[src/rtl/tx_sync_pkg.sv]
package tx_sync_pkg;

   typedef enum logic [1:0] {
      ST_IDLE  = 2'd0,
      ST_DELAY = 2'd1,
      ST_SYNC  = 2'd2,
      ST_DATA  = 2'd3
   } txs_state_e;

endpackage

[src/rtl/tx_hold_reg.sv]
// One-word holding register between the ready/valid port and the shifter.
module tx_hold_reg #(
   parameter int W = 16
) (
   input  logic         clk,
   input  logic         rst_n,
   input  logic [W-1:0] in_data,
   input  logic         in_valid,
   output logic         in_ready,
   input  logic         take,
   output logic [W-1:0] out_data,
   output logic         out_full
);

   logic         full_q;
   logic [W-1:0] data_q;

   always_ff @(posedge clk) begin
      if (!rst_n) begin
         full_q <= 1'b0;
         data_q <= '0;
      end else if (take) begin
         full_q <= 1'b0;
      end else if (in_valid && !full_q) begin
         full_q <= 1'b1;
         data_q <= in_data;
      end
   end

   assign in_ready = !full_q;
   assign out_full = full_q;
   assign out_data = data_q;

endmodule

[src/rtl/tx_bit_pick.sv]
// Selects one bit of a vector by position, in either bit order.
module tx_bit_pick #(
   parameter int W  = 16,
   parameter int PW = $clog2(W)
) (
   input  logic [W-1:0]  vec,
   input  logic [PW-1:0] pos,
   input  logic [PW-1:0] last,
   input  logic          msb_first,
   output logic          bit_o
);

   logic [PW-1:0] idx;
   logic [W-1:0]  hit;

   assign idx = msb_first ? (last - pos) : pos;

   for (genvar i = 0; i < W; i++) begin : g_sel
      assign hit[i] = (idx == PW'(i)) & vec[i];
   end

   assign bit_o = |hit;

endmodule

[src/rtl/sersync_tx.sv]
module sersync_tx
   import tx_sync_pkg::*;
#(
   parameter int DATA_W = 16,
   parameter int SYNC_W = 16,
   parameter int DLY_W  = 8,
   parameter int NW_W   = 8,
   localparam int DPW   = $clog2(DATA_W),
   localparam int SPW   = $clog2(SYNC_W)
) (
   input  logic              clk,
   input  logic              rst_n,
   input  logic              bit_en,
   input  logic              start_i,
   input  logic [DLY_W-1:0]  cfg_delay,
   input  logic [DPW-1:0]    cfg_wlen_m1,
   input  logic [NW_W-1:0]   cfg_nwords_m1,
   input  logic              cfg_msb_first,
   input  logic              cfg_sync_en,
   input  logic [SPW-1:0]    cfg_sync_len_m1,
   input  logic [SYNC_W-1:0] cfg_sync_data,
   input  logic              cfg_idle_lvl,
   input  logic [DATA_W-1:0] word_data,
   input  logic              word_valid,
   output logic              word_ready,
   output logic              txd,
   output logic              frame_active,
   output logic              sync_flag,
   output logic              underrun
);

   localparam int BCW = (DPW > SPW) ? DPW : SPW;

   if (DATA_W < 2) begin : g_bad_data_w
      $error("sersync_tx: DATA_W must be at least 2");
   end
   if (SYNC_W < 2) begin : g_bad_sync_w
      $error("sersync_tx: SYNC_W must be at least 2");
   end
   if (DLY_W < 1 || NW_W < 1) begin : g_bad_cnt_w
      $error("sersync_tx: DLY_W and NW_W must be at least 1");
   end

   txs_state_e        state_q;
   logic [DLY_W-1:0]  dly_q;
   logic [BCW-1:0]    bcnt_q;
   logic [NW_W-1:0]   wcnt_q;
   logic [DATA_W-1:0] cur_q;
   logic              empty_slot_q;
   logic              sync_q;
   logic              under_q;

   logic [DATA_W-1:0] hold_data;
   logic              hold_full;
   logic              start_ok;
   logic              data_last;
   logic              sync_last;
   logic              word_open;
   logic              data_bit;
   logic              sync_bit;

   assign start_ok  = bit_en && start_i && (state_q == ST_IDLE);
   assign data_last = (bcnt_q[DPW-1:0] == cfg_wlen_m1);
   assign sync_last = (bcnt_q[SPW-1:0] == cfg_sync_len_m1);

   // a new word slot opens on this bit edge
   always_comb begin
      word_open = 1'b0;
      if (bit_en) begin
         unique case (state_q)
            ST_DELAY: word_open = (dly_q == '0) && !cfg_sync_en;
            ST_SYNC:  word_open = sync_last;
            ST_DATA:  word_open = data_last && (wcnt_q != cfg_nwords_m1);
            default:  word_open = 1'b0;
         endcase
      end
   end

   tx_hold_reg #(.W(DATA_W)) u_hold (
      .clk      (clk),
      .rst_n    (rst_n),
      .in_data  (word_data),
      .in_valid (word_valid),
      .in_ready (word_ready),
      .take     (word_open && hold_full),
      .out_data (hold_data),
      .out_full (hold_full)
   );

   tx_bit_pick #(.W(DATA_W), .PW(DPW)) u_pick_data (
      .vec       (cur_q),
      .pos       (bcnt_q[DPW-1:0]),
      .last      (cfg_wlen_m1),
      .msb_first (cfg_msb_first),
      .bit_o     (data_bit)
   );

   tx_bit_pick #(.W(SYNC_W), .PW(SPW)) u_pick_sync (
      .vec       (cfg_sync_data),
      .pos       (bcnt_q[SPW-1:0]),
      .last      (cfg_sync_len_m1),
      .msb_first (cfg_msb_first),
      .bit_o     (sync_bit)
   );

   always_ff @(posedge clk) begin
      if (!rst_n) begin
         state_q      <= ST_IDLE;
         dly_q        <= '0;
         bcnt_q       <= '0;
         wcnt_q       <= '0;
         cur_q        <= '0;
         empty_slot_q <= 1'b0;
         sync_q       <= 1'b0;
         under_q      <= 1'b0;
      end else begin
         sync_q  <= start_ok;
         under_q <= word_open && !hold_full;
         if (bit_en) begin
            unique case (state_q)
               ST_IDLE: begin
                  if (start_i) begin
                     state_q <= ST_DELAY;
                     dly_q   <= cfg_delay;
                     wcnt_q  <= '0;
                  end
               end
               ST_DELAY: begin
                  if (dly_q != '0) begin
                     dly_q <= dly_q - 1'b1;
                  end else if (cfg_sync_en) begin
                     state_q <= ST_SYNC;
                     bcnt_q  <= '0;
                  end else begin
                     state_q <= ST_DATA;
                  end
               end
               ST_SYNC: begin
                  if (sync_last) begin
                     state_q <= ST_DATA;
                  end else begin
                     bcnt_q <= bcnt_q + 1'b1;
                  end
               end
               ST_DATA: begin
                  if (data_last) begin
                     if (wcnt_q == cfg_nwords_m1) begin
                        state_q <= ST_IDLE;
                     end else begin
                        wcnt_q <= wcnt_q + 1'b1;
                     end
                  end else begin
                     bcnt_q <= bcnt_q + 1'b1;
                  end
               end
               default: state_q <= ST_IDLE;
            endcase
            if (word_open) begin
               bcnt_q       <= '0;
               cur_q        <= hold_data;
               empty_slot_q <= !hold_full;
            end
         end
      end
   end

   always_comb begin
      unique case (state_q)
         ST_SYNC: txd = sync_bit;
         ST_DATA: txd = empty_slot_q ? cfg_idle_lvl : data_bit;
         default: txd = cfg_idle_lvl;
      endcase
   end

   assign frame_active = (state_q == ST_SYNC) || (state_q == ST_DATA);
   assign sync_flag    = sync_q;
   assign underrun     = under_q;

endmodule

[config.mk]
export PLATFORM = sky130hd
export DESIGN_NAME = sersync_tx
export DESIGN_NICKNAME = d
export VERILOG_FILES = /design/src/rtl/tx_sync_pkg.sv /design/src/rtl/tx_hold_reg.sv /design/src/rtl/tx_bit_pick.sv /design/src/rtl/sersync_tx.sv
export SDC_FILE = /design/constraint.sdc
export NUM_CORES = 1
export LEC_CHECK = 0
export ABC_AREA = 1
export ABC_CLOCK_PERIOD_IN_PS = 5020
export CAP_MARGIN = 20
export CORE_MARGIN = 10
export CORE_UTILIZATION = 35
export DETAILED_ROUTE_END_ITERATION = 8
export DONT_BUFFER_PORTS = 1
export REMOVE_ABC_BUFFERS = 1
export SLEW_MARGIN = 20
export SYNTH_ARGS = -nofsm -noshare
export SYNTH_HDL_FRONTEND = slang
export SYNTH_SLANG_ARGS = --single-unit
[constraint.sdc]
create_clock -name clk -period 5.02 [get_ports clk]
set_input_delay 1.004 -clock clk [delete_from_list [all_inputs] [get_ports clk]]
set_output_delay 1.004 -clock clk [all_outputs]
set_load 0.005 [all_outputs]
* Word-level counts from Yosys, hierarchy flattened
Index checks and enable logic that the tools add are counted.
W data, S select, Z words.
** Storage, ports and cells
- Latch bits :: 0
- Bits in writable memories :: 0
- Register bits :: 58
- Bits of input ports :: 64
- Output and inout port bits :: 5
- Memories :: 0
- ROM bits :: 0
- Word-level logic and storage cells :: 150
** Operators by class
- Magnitude comparators :: 0
- Eq/ne operators :: 48
- Shifts and indexed selects :: 0
- Divide/modulo/power cells :: 0
- Add/sub/neg operators :: 5
- Reductions and logical operators :: 27
- Bitwise logic cells :: 34
- Muxes and demuxes :: 26
- Multipliers :: 0
** Operator list (number)
- $eq A4 B4 Y1 const B :: 16
- $mux W8 :: 5
- $and A1 B1 Y1 :: 32
- $eq A4 B3 Y1 const B :: 8
- $pmux W8 S2 :: 2
- $reduce_or A16 Y1 :: 2
- $mux W4 :: 7
- $eq A4 B2 Y1 const B :: 4
- $ne A2 B2 Y1 const B :: 7
- $ne A3 B3 Y1 const B :: 4
- $pmux W4 S3 :: 1
- $reduce_and A6 Y1 :: 2
- $mux W2 :: 5
- $add A8 B1 Y8 const B :: 1
- $eq A4 B1 Y1 const B :: 2
- $eq A4 B4 Y1 :: 2
- $eq A8 B8 Y1 :: 1
- $logic_not A4 Y1 :: 2
- $logic_not A8 Y1 :: 1
- $ne A8 B8 Y1 :: 1
- $pmux W2 S4 :: 1
- $reduce_bool A8 Y1 :: 1
- $sub A4 B4 Y4 :: 2
- $sub A8 B1 Y8 const B :: 1
- other kinds (17) :: 30

* Longest topological paths before layout
Gate-level depths: netlist of run 1.
- Depth after elaboration :: 7
- Mapped depth :: 16
- Mapped depth without buffers :: 16

* Modules after synthesis
A second synthesis of run 1 with hierarchy kept.
** Unflattened totals
- Cell total of the unflattened synthesis :: 669
- Area total of the unflattened synthesis :: 4162.7 µm²
** Modules (own cells, without submodules)
- sersync_tx :: area an instance 2419.8 µm², cells each 373, instances 1, seq. area each 820.8 µm²
- tx_bit_pick :: area an instance 465.4 µm², cells each 93, instances 2, seq. area each 0.0 µm²
- tx_hold_reg :: area an instance 812.0 µm², cells each 110, instances 1, seq. area each 340.3 µm²

* Worst setup path after synthesis of run 1
OpenSTA, ideal clock, no wires.
- Kind :: input -> output
- Start :: in cfg_wlen_m1[0]
- End :: out txd
- Cell stages on the path :: 15
- Data arrival time :: 2.502 ns
- Data required time :: 4.016 ns
- Path slack :: 1.514 ns
- Cell sequence :: inv_1 -> ha_1 -> inv_1 -> fa_1 -> nor2_2 -> nor2_2 -> nor2_2 -> nand2_1 -> nand2_1 -> nor2_1 -> nand2_1 -> nand3_1 -> nand3_1 -> nand2_1 -> nand2_1
** Between the ends
- Word-level cells in the longest chain between the ends :: 7
- Elaborated cells on any way between the ends :: 37
- Those cells by class :: 1 x add/sub; 15 x eq/ne; 3 x mux; 16 x bitwise; 2 x reduce/logical
** Ends and longest elaborated chain
- start, declared :: RTL line sersync_tx.sv:16 : input logic [DPW-1:0] cfg_wlen_m1,
- $sub A4 B4 Y4 * :: RTL line tx_bit_pick.sv:16 : assign idx = msb_first ? (last - pos) : pos;
- $mux W4 * :: RTL line tx_bit_pick.sv:16
- $eq A4 B1 Y1, or another cell as far along :: RTL line tx_bit_pick.sv:19 : assign hit[i] = (idx == PW'(i)) & vec[i];
- $and A1 B1 Y1 :: RTL line tx_bit_pick.sv:19
- $reduce_or A16 Y1 * :: RTL line tx_bit_pick.sv:22 : assign bit_o = |hit;
- $mux W1 * :: RTL line sersync_tx.sv:170 : ST_DATA: txd = empty_slot_q ? cfg_idle_lvl : data_bit;
- $pmux W1 S2 * :: RTL line sersync_tx.sv:168 : unique case (state_q)
- end, declared :: RTL line sersync_tx.sv:26 : output logic txd,
Every way passes the cells marked *; elsewhere a longest branch is shown, timed or not.

* Final worst setup path of run 1
Ends and elaborated chain as after synthesis.

==> results of run 1 <==
==> routing by layer <==
layer,GRT usage (%),vias to the layer above,wire length [um]
met1,15.57,1542,4289
met4,6.334,0,220
met2,20.50,107,4266
met5,0,-,0
li1,-,1788,-
met3,3.700,20,720
==> Yosys cell counts, drive strengths merged <==
cell,instances
inv,72
dfxtp,58
ha,15
buf,6
nand3,48
xnor2,6
a21oi,46
and3,1
nor3,7
nand3b,2
xor2,6
clkbuf,9
o211ai,3
nor2,82
o21ai,45
fa,2
nand2,141
a31oi,3
nand4,6
nor2b,1
==> worst paths after layout <==
| kind | startpoint | to | slack (ns) |
|---|---|---|---|
| setup / recovery | cfg_wlen_m1[0] | txd | 1.29 |
| hold / removal | cur_q[1] | cur_q[1] | 0.46 |
| setup reg to reg | state_q[0] | dly_q[0] | 2.28 |
| hold reg to reg | cur_q[1] | cur_q[1] | 0.46 |
==> tightest hold or removal path: cells and delay by family, from the launching register on <==
kind            cells  cell delay (ns)
buf+inv             1             0.07
flops               1             0.30
compound gates      1             0.06
==> state kept, by name, summed over array words and instances (netlist names) <==
name / flops
u_hold.out_full: 1
u_hold.out_data: 16
underrun: 1
state_q: 2
wcnt_q: 8
dly_q: 8
empty_slot_q: 1
cur_q: 16
bcnt_q: 4
sync_flag: 1
==> final cells by class <==
cell class	instances	area (um2)	share of cell area, %
flip-flops and latches	58	1161	29.87
clock buffers	10	137.6	3.540
clock inverters	6	42.54	1.094
inverters	72	272.8	7.016
well taps	136	170.2	4.377
multi-input cells	414	2103	54.10
==> power breakdown <==
group | internal (W) | total, W | leakage (nW) | switching (W)
sequential | 0.000527 | 0.000592 | 0.474 | 0.0000648
clock | 0.000192 | 0.000393 | 0.0882 | 0.000201
combinational | 0.000293 | 0.000877 | 1.17 | 0.000585
==> per-stage QoR <==
stage	hold slack [ns]	std cells	area (um2)	power [W]	worst slack [ns]
finish	0.4615	696	3887	0.001863	1.289
global route	0.4803	696	3887	0.002047	1.143
CTS	0.4660	696	3887	0.001880	1.299
detailed placement	0.4562	680	3707	0.001479	1.310
global placement	0.4503	680	3707	0.001453	1.336
floorplan	0.4292	544	3537	0.001286	1.514
==> cell families (layout without fill, tap and decap cells) <==
family	Yosys count	after routing	share of synthesized area [%]
and+or+nand+nor	288	288	34.49
AOI/OAI and AO/OA	97	97	14.25
buffers and inverters	87	88	9.754
DFF	58	58	32.10
adders and majority gates	17	17	6.295
xor gates and xnor gates	12	12	3.113
==> flow_summary.toml, run 1 <==
[hold_path]
holdCritPathClass = "reg -> reg"
min_path_cells = 2

[job]
maxCapViolations = 0

[placement]
port_buffers = 0
gp_congestion = 0.8896
hpwl_um = 7287

[timing]
rsz0062_at_grt = "false"
tightest_slew_ns = 0.8758
setup_viol = 0
fin_skew_ns = 0.01433
max_freq_mhz = 268.0
maxSlewViolCount = 0
period_minus_slack_ns = 3.731
setup-tns-final_ns = 0
hold_viol = 0
period_share_pct = 74.32
slew_headroom_pct = 41.40

[logic_synthesis]
synth_seq_area_share_pct = 32.10
syn-cell-area_um2 = 3617
synthCells = 559
synth.distinct_cells = 33
yosysWarnings = 0
synth.largest_area_cell = "dfxtp_1"
synthTopCellsByArea = "dfxtp_1, nand2_1, nor2_1"
synth_seq_cells = 58
syn_avg_cell_area_um2 = 6.471
synth_top_area_share_pct = 32.10

[critical_path]
path_depth = 15
crit_family = "simple AND/OR/NAND/NOR gates"
cp_common_cell = "nand2_1"
path_max_fanout = 5
path_cells = "inv_1 > ha_1 > inv_1 > fa_1 > nor2_2 > nor2_2 > nor2_2 > nand2_1 > nand2_1 > nor2_1 > nand2_1 > nand3_1 > nand3_1 > nand2_1 > nand2_1"
reg2reg_depth = 8
slowest_delay_ns = 0.55
worstPathArrival_ns = 2.73
crit_path_end_kind = "primary output"
critical_path.slowest_cell = "fa_1"
critPathBufInv = 2
cp.required_ns = 4.02
critPathLaunchType = "input pin"
critPathKind = "in -> out"

[power]
powerDensity_nw_per_um2 = 479.1
vdd_drop_max_v = 0.0001451
leakagePower_nw = 1.734

[clock_tree]
clock-sinks = 58
clockBufferDepth = 2
cts_buffers = 9
post_cts_buffers = 0
path_clk_slew_ns = 0.07
ctsResizeCount = 0
cts_tree = "yes"
htree_levels = 3
cts_hold_buf = 0
clock_latency_ns = 0.34
clockRootBuffer = "clkbuf_8"

[drt]
wl_per_cell_um = 13.64
viasPerCell = 4.967
totalWireLength_um = 9496
drc = 0
firstDrtPassIters = 5
drt_iter0_markers = 176
ant_nets = 0
vias = 3457

[finish]
final_cell_mix = "nand2_1, nor2_1, inv_1"
layout_commonest_cell = "nand2_1"
antenna_cells = 0
area_growth_syn_to_layout_pct = 7.472
fillers = 1124
fin_util_pct = 38.17
nNetsFinal = 636
drive_gt1_share_pct = 7.679

[global_route]
grt_max_degree = 34
antenna_found_initial = 0
globalRouteTotalUtil_pct = 12.86
grt_pass1_vias = 3370
grt_pass1_wl_um = 15650
overflow = 0

[floorplanning]
core_um2 = 10180
die_y_um = 121.7
dieArea_um2 = 14800
io_pins = 69
num_rows = 37
die_x_um = 121.7
initial_core_util_pct = 35.52

[status]
status = "completed"
No activity file was read; power rests on OpenSTA's default activity.
==> run 2, diff against run 1 <==
- ABC_CLOCK_PERIOD_IN_PS: 5020 -> 3350
- clock period: 5.02 -> 3.35 ns (I/O delays scaled with it)
==> flow_summary.toml, run 2 (same netlist as run 1, synthesis figures left out) <==
[timing]
hold_viol = 0
setup_viol = 0
max_freq_mhz = 323.0
period_minus_slack_ns = 3.096
maxSlewViolCount = 0
slew_headroom_pct = 40.33
period_share_pct = 92.42
rsz0062_at_grt = "false"
setup-tns-final_ns = 0
tightest_slew_ns = 0.8918
fin_skew_ns = 0.01143

[finish]
drive_gt1_share_pct = 8.185
antenna_cells = 0
layout_commonest_cell = "nand2_1"
multi_input_area_um2 = 2103
nNetsFinal = 638
fin_util_pct = 38.55
seq_area_um2 = 1162
area_growth_syn_to_layout_pct = 8.544
final-instance-count-excl-fill = 698
final_cell_mix = "nand2_1, nor2_1, inv_1"
fillers = 1131

[drt]
ant_nets = 0
totalWireLength_um = 9597
firstDrtPassIters = 5
vias = 3400
drc = 0
wl_per_cell_um = 13.75
viasPerCell = 4.871
drt_iter0_markers = 206

[clock_tree]
htree_levels = 3
clockRootBuffer = "clkbuf_8"
clock-sinks = 58
clockBufferDepth = 2
clock_latency_ns = 0.34
path_clk_slew_ns = 0.07
cts_hold_buf = 0
cts_buffers = 9
post_cts_buffers = 0
cts_tree = "yes"

[hold_path]
min_from = "rst_n"
min_path_cells = 2
holdCritPathClass = "in -> reg"
worst_hold_path.endpoint = "bcnt_q[0]"

[critical_path]
worstPathArrival_ns = 2.43
crit_path_end_kind = "primary output"
slowest_delay_ns = 0.54
critPathLaunchType = "flip-flop"
critical_path.slowest_cell = "fa_1"
r2r-start = "state_q[1]"
critPathBufInv = 1
cp.required_ns = 2.68
crit_family = "simple AND/OR/NAND/NOR gates"
cp-startpoint = "bcnt_q[0]"
cp_common_cell = "nand2_1"
reg2reg_depth = 11
path_max_fanout = 8
timing.rr.end = "empty_slot_q"
ff2ff_setup_slack_ns = 0.74
path_cells = "ha_1 > inv_1 > fa_1 > nor2_2 > nor2_4 > nor2_1 > nand2_1 > nand2_1 > nor2_1 > nand2_1 > nand3_1 > nand2_1 > a21oi_1 > nand2_1"
critPathKind = "reg -> out"

[status]
status = "completed"

[global_route]
overflow = 0
grt_pass1_wl_um = 16090
grt_pass1_vias = 3373
globalRouteTotalUtil_pct = 13.25
grt_max_degree = 34
antenna_found_initial = 0

[power]
vdd_drop_max_v = 0.0002265
leakagePower_nw = 1.749
powerDensity_nw_per_um2 = 738.2

[floorplanning]
core_um2 = 10180
initial_core_util_pct = 35.52
die_y_um = 121.7
num_rows = 37
io_pins = 69
die_x_um = 121.7
dieArea_um2 = 14800

[placement]
gp_congestion = 0.8863
port_buffers = 0
dp.cells = 682
hpwl_um = 7332

[job]
maxCapViolations = 0
-- run 2: cell types whose count changed in the layout (fill, tap and decap cells not counted) --
cell,delta
clkinv_2,-2
dfxtp_2,+1
bufinv_16,+1
inv_6,+1
clkbuf_8,-1
buf_4,+2
clkinvlp_4,+1
dfxtp_1,-1
-- run 2: what timing repair did --
action	CTS	global route
hold endpoints to repair	0	0
setup endpoints to repair	0	1
resized for setup	0	1
-- run 2: how the worst max path moves through the flow --
stage          cells after the start  slack (ns)  endpoint
2_1_floorplan                     15        0.51       txd
3_3_place_gp                      14        0.33       txd
3_5_place_dp                      15        0.30       txd
4_1_cts                           14        0.11       txd
5_1_grt                           13        0.03       txd
6_report                          14        0.25       txd
-- run 2: power by group --
part	total, W	internal, W	switching (W)
logic	0.00135	0.000451	0.000896
clock network	0.000667	0.000348	0.000319
registers	0.000884	0.000791	0.0000931
total	0.00290	0.00159	0.00131
-- run 2: area by class of cell --
cell class	count	share of cell area, %
clock inverter	7	2.008
clock buffer	9	3.155
sequential	58	29.60
multi-input combinational	414	53.57
tap	136	4.334
timing repair buffer	2	0.3824
inverter	72	6.947
-- run 2: metrics by stage --
step / hold WS, ns / power [W] / instance area (um2) / worst slack, ns
4_1_cts: 0.4314 / 0.002908 / 3925 / 0.1118
3_5_place_dp: 0.4531 / 0.002232 / 3722 / 0.2975
5_1_grt: 0.4444 / 0.003169 / 3926 / 0.03207
2_1_floorplan: 0.4292 / 0.001926 / 3537 / 0.5119
6_report: 0.4549 / 0.002898 / 3926 / 0.2538
3_3_place_gp: 0.4500 / 0.002195 / 3722 / 0.3342
-- run 2: routing by layer --
metal / GRT usage [%] / vias up / part of all wire, %
met5: 0 / - / 0
met4: 4.396 / 0 / 0.78
met3: 4.209 / 6 / 6.0
met2: 21.65 / 68 / 47
met1: 16.16 / 1537 / 46
li1: - / 1789 / -
==> run 3, diff against run 2 <==
- ABC_AREA: 1 -> unset
==> flow_summary.toml, run 3 <==
[clock_tree]
cts_tree = "yes"
cts_hold_buf = 0
clockBufferDepth = 2
clock_latency_ns = 0.33
htree_levels = 3
clockRootBuffer = "clkbuf_8"
clock-sinks = 58
path_clk_slew_ns = 0.07
cts_buffers = 9

[status]
status = "completed"

[logic_synthesis]
synthCells = 407
yosysMostFrequentCell = "dfxtp_1"
syn-cell-area_um2 = 3364
synth_top_area_share_pct = 34.51
synth_seq_area_share_pct = 34.51
synth-edff-count = 0
synth_seq_cells = 58
synth.distinct_cells = 54
synthTopCellsByArea = "dfxtp_1, mux2i_1, nand2_1"
syn_avg_cell_area_um2 = 8.267
synth.largest_area_cell = "dfxtp_1"
yosysWarnings = 0
synth_common_cells = "dfxtp_1, nand2_1, nor2_1, a21oi_1, mux2i_1"
ys.flop_type = "dfxtp_1"
async_flop_share_pct = 0

[finish]
area_growth_syn_to_layout_pct = 14.80
multi_input_area_um2 = 2181
drive_gt1_share_pct = 11.78
seq_area_um2 = 1162
nNetsFinal = 492
fillers = 951
antenna_cells = 0
layout_commonest_cell = "dfxtp_1"
final_cell_mix = "dfxtp_1, nand2_1, nor2_1"

[drt]
ant_nets = 0
drc = 0
firstDrtPassIters = 4
viasPerCell = 5.150
wl_per_cell_um = 15.75
vias = 2807
totalWireLength_um = 8586
drt_iter0_markers = 177

[critical_path]
critPathKind = "reg -> out"
cp-startpoint = "bcnt_q[0]"
cp.required_ns = 2.68
r2r-start = "bcnt_q[1]"
worstPathArrival_ns = 2.55
reg2reg_depth = 11
crit_path_end_kind = "primary output"
path_max_fanout = 7
critPathLaunchType = "flip-flop"

[global_route]
globalRouteTotalUtil_pct = 11.98
overflow = 0
grt_pass1_wl_um = 13790
grt_max_degree = 35
grt_pass1_vias = 2718
antenna_found_initial = 0

[floorplanning]
dieArea_um2 = 13930
initial_core_util_pct = 36.24
die_y_um = 118.0
die_x_um = 118.0
num_rows = 35
core_um2 = 9284
io_pins = 69

[timing]
slew_headroom_pct = 56.52
maxSlewViolCount = 0
fin_skew_ns = 0.009531
setup_ws_ns = 0.1280
max_freq_mhz = 310.4
holdWs_ns = 0.4565
tightest_slew_ns = 0.6498
period_share_pct = 96.18
setup_viol = 0
hold_viol = 0
period_minus_slack_ns = 3.222

[power]
vdd_drop_max_v = 0.0002370
leakagePower_nw = 1.583
powerDensity_nw_per_um2 = 450.9

[placement]
place_ws_ns = -0.01139
hpwl_um = 6441
gp_congestion = 0.8260
port_buffers = 0

[hold_path]
min_from = "u_hold.out_data[10]"
holdCritPathClass = "reg -> reg"
min_path_cells = 2

[job]
maxCapViolations = 0
==> run 3: changes by cell type after synthesis, moves of 7 or more <==
cell / previous run / this run
o22ai_1: 0 / 7
a21oi_1: 46 / 38
nand2b_1: 0 / 11
mux2i_1: 0 / 25
o21ai_0: 35 / 6
inv_1: 66 / 17
nand2_1: 133 / 52
xor2_1: 6 / 15
nand3_1: 48 / 12
nor2_2: 7 / 0
nor2_1: 74 / 45
==> run 3: per-layer routing <==
metal  part of all wire, %  wire, um  global-route usage (%)
met5                     0         0                       0
met4                   1.2       101                   3.941
met3                   7.5       647                   5.516
met2                    45      3851                   17.97
met1                    46      3985                   14.80
==> run 3: logic make-up after synthesis <==
kind of cell    share of synthesized area (%)
simple gates                            23.13
compound gates                          18.56
flops                                   34.51
buf+inv                                 4.128
mux                                     7.438
xor+xnor                                5.467
fa+ha+maj                               6.768
==> run 3: path summary, 6_finish.rpt <==
check                             end  slack, ns
setup / recovery                  txd       0.13
hold / removal    u_hold.out_data[10]       0.46
setup reg to reg             cur_q[3]       0.69
hold reg to reg   u_hold.out_data[10]       0.46
==> run 3: worst max-delay path, cell delays in order (launching register included) <==
cell and delay, ns:
dfxtp_2 0.35, buf_6 0.13, ha_1 0.16, inv_1 0.06
fa_2 0.63, o2bb2ai_2 0.10, a222oi_1 0.36, nand2_1 0.12
nand3_1 0.09, o21a_1 0.11, o211ai_1 0.13
==> run 3: metrics by stage <==
stage | instance area, um2 | setup TNS, ns | cells | total power, W | util (%)
2_1_floorplan | 3289 | 0 | 389 | 0.001016 | -
4_1_cts | 3740 | 0 | 542 | 0.001750 | 40.28
3_5_place_dp | 3496 | -0.01139 | 524 | 0.001087 | 37.66
5_1_grt | 3862 | -0.004151 | 545 | 0.001848 | 41.60
6_report | 3862 | 0 | 545 | 0.001742 | 41.60
3_3_place_gp | 3496 | 0 | 524 | 0.001077 | 37.66
==> run 3: layout make-up <==
class	count	share of cell area (%)
Timing Repair Buffer	11	2.235
Inverter	17	1.749
Clock buffer	10	3.563
Tap cell	129	4.179
Clock inverter	6	1.717
Multi-Input combinational cell	314	56.46
Sequential cell	58	30.09
==> run 3: timing repair <==
item                       CTS  global route
gates resized for setup      5            16
setup buffers                2             3
setup endpoints to repair    1             1
pin swaps                    0             7
==> run 3: power breakdown <==
part           switching, W  total [W]  internal (W)
logic              0.000199   0.000337      0.000139
registers         0.0000291   0.000750      0.000721
clock network      0.000291   0.000654      0.000363
